File: src/rtl/lpi_best_pick.sv
module lpi_best_pick #(
  parameter int NUM_LPI = 64,
  parameter int ID_W    = 16,
  parameter int BASE_ID = 8192,
  parameter int G1NS    = 2
) (
  input  logic                       clk,
  input  logic                       rst_n,
  input  logic                       pend_chg,
  input  logic                       cfg_we,
  input  logic [$clog2(NUM_LPI)-1:0] cfg_idx,
  input  logic [7:0]                 cfg_data,
  input  logic                       grp1ns_en,
  input  logic [ID_W-1:0]            inc_id,
  input  logic [7:0]                 inc_prio,
  input  logic [1:0]                 inc_grp,
  output logic                       pend_rd_en,
  output logic [ID_W-4:0]            pend_rd_addr,
  input  logic [7:0]                 pend_rd_data,
  output logic                       done,
  output logic [ID_W-1:0]            best_id,
  output logic [7:0]                 best_prio,
  output logic [1:0]                 best_grp,
  output logic                       new_win
);
  localparam int NB = NUM_LPI / 8;
  localparam int BW = $clog2(NB);

  typedef enum logic [1:0] {S_IDLE, S_FETCH, S_EVAL} st_t;

  logic [7:0]      cfg [NUM_LPI];
  st_t             st;
  logic [BW-1:0]   byte_q;
  logic [ID_W-1:0] run_id;
  logic [7:0]      run_prio;
  logic [1:0]      run_grp;
  logic            run_new;

  logic            c_hit;
  logic [7:0]      c_prio;
  logic [2:0]      c_off;
  logic [ID_W-1:0] cand_id;
  logic            take;

  wire trig = pend_chg | cfg_we;
  wire last = byte_q == BW'(NB - 1);

  always_ff @(posedge clk)
    if (cfg_we) cfg[cfg_idx] <= cfg_data;

  always_comb begin
    c_hit  = 1'b0;
    c_prio = 8'hFF;
    c_off  = '0;
    for (int j = 0; j < 8; j++) begin
      logic [7:0] e;
      logic [7:0] p;
      e = cfg[{byte_q, 3'(j)}];
      p = {e[7:2], 2'b00};
      if (pend_rd_data[j] && e[0] && grp1ns_en && (!c_hit || p < c_prio)) begin
        c_hit  = 1'b1;
        c_prio = p;
        c_off  = 3'(j);
      end
    end
  end

  assign cand_id = ID_W'(BASE_ID) + ID_W'({byte_q, c_off});
  assign take    = c_hit && (c_prio < run_prio ||
                             (c_prio == run_prio && cand_id < run_id));

  assign pend_rd_en   = st == S_FETCH;
  assign pend_rd_addr = (ID_W-3)'(BASE_ID / 8) + (ID_W-3)'(byte_q);

  always_ff @(posedge clk) begin
    if (!rst_n) begin
      st        <= S_IDLE;
      byte_q    <= '0;
      run_id    <= '0;
      run_prio  <= 8'hFF;
      run_grp   <= '0;
      run_new   <= 1'b0;
      done      <= 1'b0;
      best_id   <= '0;
      best_prio <= 8'hFF;
      best_grp  <= '0;
      new_win   <= 1'b0;
    end else begin
      done <= 1'b0;
      if (trig) begin
        st       <= S_FETCH;
        byte_q   <= '0;
        run_id   <= inc_id;
        run_prio <= inc_prio;
        run_grp  <= inc_grp;
        run_new  <= 1'b0;
      end else begin
        case (st)
          S_FETCH: st <= S_EVAL;
          S_EVAL: begin
            if (take) begin
              run_id   <= cand_id;
              run_prio <= c_prio;
              run_grp  <= 2'(G1NS);
              run_new  <= 1'b1;
            end
            if (last) begin
              st        <= S_IDLE;
              done      <= 1'b1;
              best_id   <= take ? cand_id : run_id;
              best_prio <= take ? c_prio : run_prio;
              best_grp  <= take ? 2'(G1NS) : run_grp;
              new_win   <= run_new | take;
            end else begin
              byte_q <= byte_q + 1'b1;
              st     <= S_FETCH;
            end
          end
          default: ;
        endcase
      end
    end
  end
endmodule

File: config.mk
export PLATFORM = sky130hd
export DESIGN_NAME = lpi_best_pick
export DESIGN_NICKNAME = d
export VERILOG_FILES = /design/src/rtl/lpi_best_pick.sv
export SDC_FILE = /design/constraint.sdc
export NUM_CORES = 1
export LEC_CHECK = 0
export ABC_AREA = 1
export BUFFER_PORTS_ARGS = -buffer_cell sky130_fd_sc_hd__buf_2
export CAP_MARGIN = 20
export CORE_UTILIZATION = 51
export DETAILED_ROUTE_END_ITERATION = 10
export PLACE_DENSITY = 0.68
export SLEW_MARGIN = 10
export SYNTH_ARGS = -nofsm -noshare
export SYNTH_HDL_FRONTEND = slang
export SYNTH_SLANG_ARGS = --single-unit
File: constraint.sdc
create_clock -name clk -period 18.9 [get_ports clk]
set_input_delay 3.78 -clock clk [delete_from_list [all_inputs] [get_ports clk]]
set_output_delay 3.78 -clock clk [all_outputs]
set_load 0.01 [all_outputs]
---- Word level (Yosys, flattened, before mapping) ----
Memory sizes are Yosys's and may differ from the RTL's. A register that Yosys moved wholly into a read port is not among the register bits.
Cells that the tools add are included.
operators by class
  add/sub/neg operators ................... 3
  $lt $le $gt $ge ......................... 9
  eq/ne operators ......................... 4
  mux-type cells .......................... 54
  bitwise gates (word level) .............. 6
  reduce and logical (&&, ||, !) cells .... 48
operators by type and width
  cell                     number
  $mux W6                  16
  $mux W8                  11
  $lt A8 B8 Y1             8
  $mux W16                 3
  $logic_and A1 B1 Y1      25
  $mux W3                  6
  $lt A15 B16 Y1           1
  $add A14 B6 Y15 const A  1
  $mux W1                  14
  $add A11 B3 Y12 const A  1
  $eq A8 B8 Y1             1
  $logic_or A1 B1 Y1       8
  $logic_not A1 Y1         7
  $mux W2                  3
  $not A1 Y1               4
  $pmux W2 S2              1
  $reduce_and A2 Y1        2
  $reduce_bool A2 Y1       2
  $add A3 B1 Y3 const B    1
  $eq A3 B3 Y1 const B     1
  $reduce_and A3 Y1        1
  $reduce_bool A3 Y1       1
  $reduce_or A3 Y1         1
  $eq A2 B1 Y1 const B     1
  3 further kinds          4
word-level totals
  register bits after elaboration ......... 60
  memory bits (writable) .................. 512
  bits of input ports ..................... 53
  output and inout port bits .............. 42
  memories kept ........................... 1
memories
  memory  depth  bits a word  rd ports  clocked after memory_dff  write ports  line  text
  cfg     64     8            8         8                         1            31    logic [7:0] cfg [NUM_LPI];

---- Longest topological paths before layout ----
  word-level depth ........................ 39
  gate-level depth with buffers ........... 92
  mapped depth without buffers ............ 84

---- Worst setup path before layout ----
OpenSTA, ideal clock, no wires.
  path type ............................... input to register
  start ................................... in grp1ns_en
  end ..................................... reg best_prio[6]
  setup time .............................. 0.129 ns
  arrival ................................. 13.524 ns
  required time ........................... 18.771 ns
  setup slack ............................. 5.246 ns
  cell stages on the path ................. 82
  path buffers ............................ 7
  cell sequence ........................... clkbuf_1 -> nand2_1 -> nand3b_2 -> nor2_1 -> ha_1 -> o21ai_0 -> nand2_1 -> a21oi_1 -> nor2_1 -> nor2_1 -> inv_1 -> buf_4 -> nand2_1 -> o21ai_1 -> ha_1 -> o21ai_0 -> nand2_1 -> nand2_1 -> [46 not listed] -> o221ai_1 -> nand2_1 -> nand2_1 -> buf_2 -> o21ai_0 -> inv_1 -> ha_1 -> nand2_1 -> nor2_1 -> a211oi_1 -> o221ai_1 -> nand2_4 -> nand2_4 -> inv_4 -> buf_6 -> nand2_2 -> nand2_1 -> a21oi_1
between the ends
  longest elaborated chain between the ends .. 36
  elaborated cells on any way between the ends .. 67
  those cells by class .................... add/sub (1); order compare (9); eq/ne (1); mux (24); reduce/logical (32)
ends and longest elaborated chain
  what                                              line  text
  start, declared                                   13    input logic grp1ns_en,
  $logic_and A1 B1 Y1                               60    if (pend_rd_data[j] && e[0] && grp1ns_en && (!c_hit || p < c_prio)) begin
  $mux W8 or $mux W1 (tied branches)                60
  $lt A8 B8 Y1 or $logic_not A1 Y1 (tied branches)  60
  $logic_or A1 B1 Y1                                60
  $logic_and A1 B1 Y1                               60
  $mux W8 or $mux W1 (tied branches)                60
  $lt A8 B8 Y1 or $logic_not A1 Y1 (tied branches)  60
  $logic_or A1 B1 Y1                                60
  [20 not listed]                                   --
  $logic_and A1 B1 Y1                               60
  $mux W3                                           60
  $add A14 B6 Y15                                   68    assign cand_id = ID_W'(BASE_ID) + ID_W'({byte_q, c_off});
  $lt A15 B16 Y1                                    70    (c_prio == run_prio && cand_id < run_id));
  $logic_and A1 B1 Y1                               70
  $logic_or A1 B1 Y1                                69    assign take = c_hit && (c_prio < run_prio ||
  $logic_and A1 B1 Y1                               69
  $mux W8 (*)                                       --
  end signal, assigned                              111   best_prio <= take ? c_prio : run_prio;
  end, declared                                     22    output logic [7:0] best_prio,
Mark *: on every way between the ends. The rest lies on a longest branch, timed or not.
A chain may end at the register's enable or synchronous reset.

---- Worst setup path after layout ----
  start ................................... in grp1ns_en
  end ..................................... reg run_prio[7]
between the ends
  longest elaborated chain between the ends .. 38
  elaborated cells on any way between the ends .. 69
  those cells by class .................... add/sub (1); order compare (9); eq/ne (1); mux (26); reduce/logical (32)
ends and longest elaborated chain
  what                                              line  text
  $logic_and A1 B1 Y1                               60
  $mux W8 or $mux W1 (tied branches)                60
  $lt A8 B8 Y1 or $logic_not A1 Y1 (tied branches)  60
  $logic_or A1 B1 Y1                                60
  $logic_and A1 B1 Y1                               60
  $mux W8 or $mux W1 (tied branches)                60
  $lt A8 B8 Y1 or $logic_not A1 Y1 (tied branches)  60
  $logic_or A1 B1 Y1                                60
  [22 not listed]                                   --
  $add A14 B6 Y15                                   68
  $lt A15 B16 Y1                                    70
  $logic_and A1 B1 Y1                               70
  $logic_or A1 B1 Y1                                69
  $logic_and A1 B1 Y1                               69
  $mux W8 (*)                                       101   if (take) begin
  $mux W8 (*)                                       98    case (st)
  $mux W8 (*)                                       90    if (trig) begin
  end signal, assigned                              94    run_prio <= inc_prio;
  end signal, assigned                              103   run_prio <= c_prio;
  end, declared                                     35    logic [7:0] run_prio;
Mark *: on every way between the ends. The rest lies on a longest branch, timed or not. The select of a mux whose other input is x is not followed.

==> results.json <==
{
  "ys.flop_type": "edfxtp_1",
  "critPathMostFrequentCell": "nand2_1",
  "worstPathRequired_ns": 19.35,
  "async_flop_share_pct": 0,
  "min_delay_path_depth": 2,
  "first_iter_violations": 1559,
  "timing.fmax_ghz": 0.0640,
  "tightest_slew_ns": 1.05,
  "hold_end": "best_id[6]",
  "reg2reg_to": "run_prio[7]",
  "relSlewSlack_pct": 29.6,
  "endpoint_kind": "flop",
  "setup_viol": 0,
  "grt_pass1_wl_um": 85100,
  "tns_ns": 0,
  "drv_slew": 0,
  "synth-compound-area-share_pct": 11.5,
  "p_comb_share_pct": 5.2,
  "die_h_um": 212,
  "grt_start_max_net_pins": 125,
  "fillers": 3642,
  "cts_repair_resize_count": 0,
  "design_area_mm2": 0.0248,
  "synth_seq_cells": 511,
  "path_max_fanout": 32,
  "power_density_mw_per_mm2": 94.6,
  "seq_area_frac_synth_pct": 65.4,
  "htree_levels": 2,
  "ir_worst_vdd_mv": 0.0689,
  "finish.utilization_pct": 57.3,
  "core_mm2": 0.0433,
  "dr.pass1.iters": 7,
  "synthAdderAreaFrac_pct": 3.28,
  "ys_warn_count": 0,
  "clk_pin_slew_ns": 0.06,
  "wl_per_cell_um": 20.2,
  "hp-class": "flop to flop",
  "gp_congestion": 0.854,
  "clk_latency_ns": 0.60,
  "p_int_mw": 1.83,
  "synth_xor_area_share_pct": 0,
  "initial_utilization_pct": 52.0,
  "nets": 2220,
  "root_buffer": "clkbuf_16",
  "synthMuxAreaShare_pct": 0,
  "finalClockSkew_ns": 0.0184,
  "cp_data_arrival_time_ns": 16.09,
  "clockBufferDepth": 3,
  "synth_area_mm2": 0.0225,
  "postCtsSetupBuffers": 0,
  "start_kind": "input pin",
  "place.port_buffers": 83,
  "crit_type": "input pin to flop",
  "p_sw_mw": 0.512,
  "drc": 0,
  "hp-start": "best_id[6]",
  "die_w_um": 212,
  "grt_pass1_vias": 15200,
  "area_delta_synth_final_pct": 10.2,
  "min_period_ns": 15.64,
  "final_antenna_net_count": 0,
  "ys_top_cells_by_area": "edfxtp_1 60%, nor2_1 6.4%, dfxtp_1 5.6%, nand2_1 4.8%, o21ai_0 4.7%",
  "ff2ff_setup_slack_ns": 4.86,
  "status": "completed",
  "numCtsBuffers": 52,
  "seqPwrFrac_pct": 52.9,
  "holdBufCountCts": 0,
  "placed_area_mm2": 0.0232,
  "design_power_total_mw": 2.34,
  "cts_sinks": 511,
  "final_layout_size_suffix_gt1_share_pct": 10.4,
  "slowest_delay_ns": 0.57,
  "row_count": 76,
  "yosys.area.top_type": "edfxtp_1",
  "synth_top_area_share_pct": 59.8,
  "ioPinCount": 95,
  "switching_share_pct": 21.9,
  "yosysUniqueCellTypes": 44,
  "dp_hpwl_um": 32700,
  "num_vias": 15700,
  "tritoncts": "done",
  "grt_overflow": 0,
  "cap_violations": 0,
  "grt.total_usage_pct": 25.0,
  "r2r.worst_path.cells": 76,
  "dp.cells": 2638,
  "dieArea_mm2": 0.0449,
  "synth_edf_count": 448,
  "hold_viol": 0,
  "rsz0062_at_grt": "false",
  "fin_crit_sh_pct": 82.7,
  "leakage_nw": 9.16,
  "crit_slowest_cell": "o21ai_0",
  "viasPerCell": 5.73,
  "avgSynthCellArea_um2": 11.0,
  "routed_wl_um": 55300,
  "power_frac_clock_pct": 41.8,
  "synth_top_family_by_area": "simple AND/OR/NAND/NOR gates",
  "antenna_found_initial": 4,
  "fin_cells": 2735,
  "syn_inst": 2053,
  "yosys.area_share.simple_pct": 15.0
}
-- layer usage --
layer	vias to the layer above	GRT usage (%)	share of wire, %
met4	2	8.60	2.6
met3	96	5.03	7.8
met5	-	0	0.018
met1	7593	33.7	43
li1	7381	-	-
met2	611	40.4	47
-- state kept, by name (all words and copies together) (netlist names), named ones only --
name,cells
run_grp,2
run_prio,8
run_new,1
done,1
new_win,1
run_id,16
st,2
best_grp,2
cfg,448
byte_q,3
best_prio,8
best_id,16
-- cells in the mapped netlist, types with 8 or more instances --
cell        n
dfxtp_1    63
a221oi_1    8
edfxtp_1  448
nor3_1      8
inv_1      96
buf_4      34
nand4_1    20
buf_2      36
o21ai_1    25
nor2_1    386
nand3_1    85
o21ai_2    13
a21oi_1    61
a31oi_1    32
nand2_2     8
ha_1       59
nand2_1   285
clkbuf_1   29
o22ai_1    56
o21ai_0   211
buf_6      11
-- worst max-delay path by stage --
stage | from | end | slack [ns] | cells past startpoint
final | grp1ns_en | run_prio[7] | 3.26 | 72
after global routing | grp1ns_en | run_prio[7] | 2.21 | 72
after CTS | grp1ns_en | run_prio[7] | 3.48 | 72
after detailed placement | grp1ns_en | run_prio[7] | 2.88 | 72
after global placement | grp1ns_en | run_prio[7] | 3.15 | 72
after floorplan | grp1ns_en | best_prio[6] | 5.25 | 82
-- logic make-up after synthesis --
family,count (synthesis)
DFF,511
other,2
adders and majority gates,59
buffers and inverters,220
AOI/OAI and AO/OA,444
and+or+nand+nor,817
-- critical path, delay by kind of cell --
family | cells | cell delay, ns
adder cells (fa/ha/maj) | 8 | 2.27
buffers and inverters | 5 | 1.13
AO/OA/AOI/OAI | 19 | 3.52
AND/OR/NAND/NOR | 40 | 5.34
-- cell type report --
type / count / area, um2 / area share, %
inverters: 104 / 399 / 1.61
well taps: 585 / 732 / 2.95
multi-input cells: 1330 / 6710 / 27.1
clock buffers: 70 / 1410 / 5.69
diodes: 3 / 7.51 / 0.0303
repair buffers: 109 / 608 / 2.45
flip-flops and latches: 511 / 14700 / 59.4
clock inverters: 23 / 190 / 0.767
-- placed cells by master, fill, tap and decap left out, drive strengths merged, types with 10 or more instances in the layout --
master	n
a21oi	62
clkinv	22
clkbuf	70
o21ai	249
nor2	387
o22ai	56
ha	59
inv	101
conb	10
dfxtp	63
buf	109
nand3	89
nand2	298
edfxtp	448
a31oi	32
nand4	20
-- power by group through the flow --
stage	logic [mW]	clock network (mW)	registers (mW)
after floorplan	0.0778	0	1.26
after global placement	0.117	0	1.26
after detailed placement	0.121	0	1.26
after CTS	0.122	0.995	1.24
after global routing	0.137	1.03	1.24
final	0.123	0.981	1.24
-- stage by stage --
step	hold slack (ns)	setup slack [ns]
after global routing	0.471	2.21
after floorplan	0.435	5.25
after detailed placement	0.445	2.88
final	0.452	3.26
after CTS	0.456	3.48
after global placement	0.437	3.15
No activity file was read; power rests on OpenSTA's default activity.
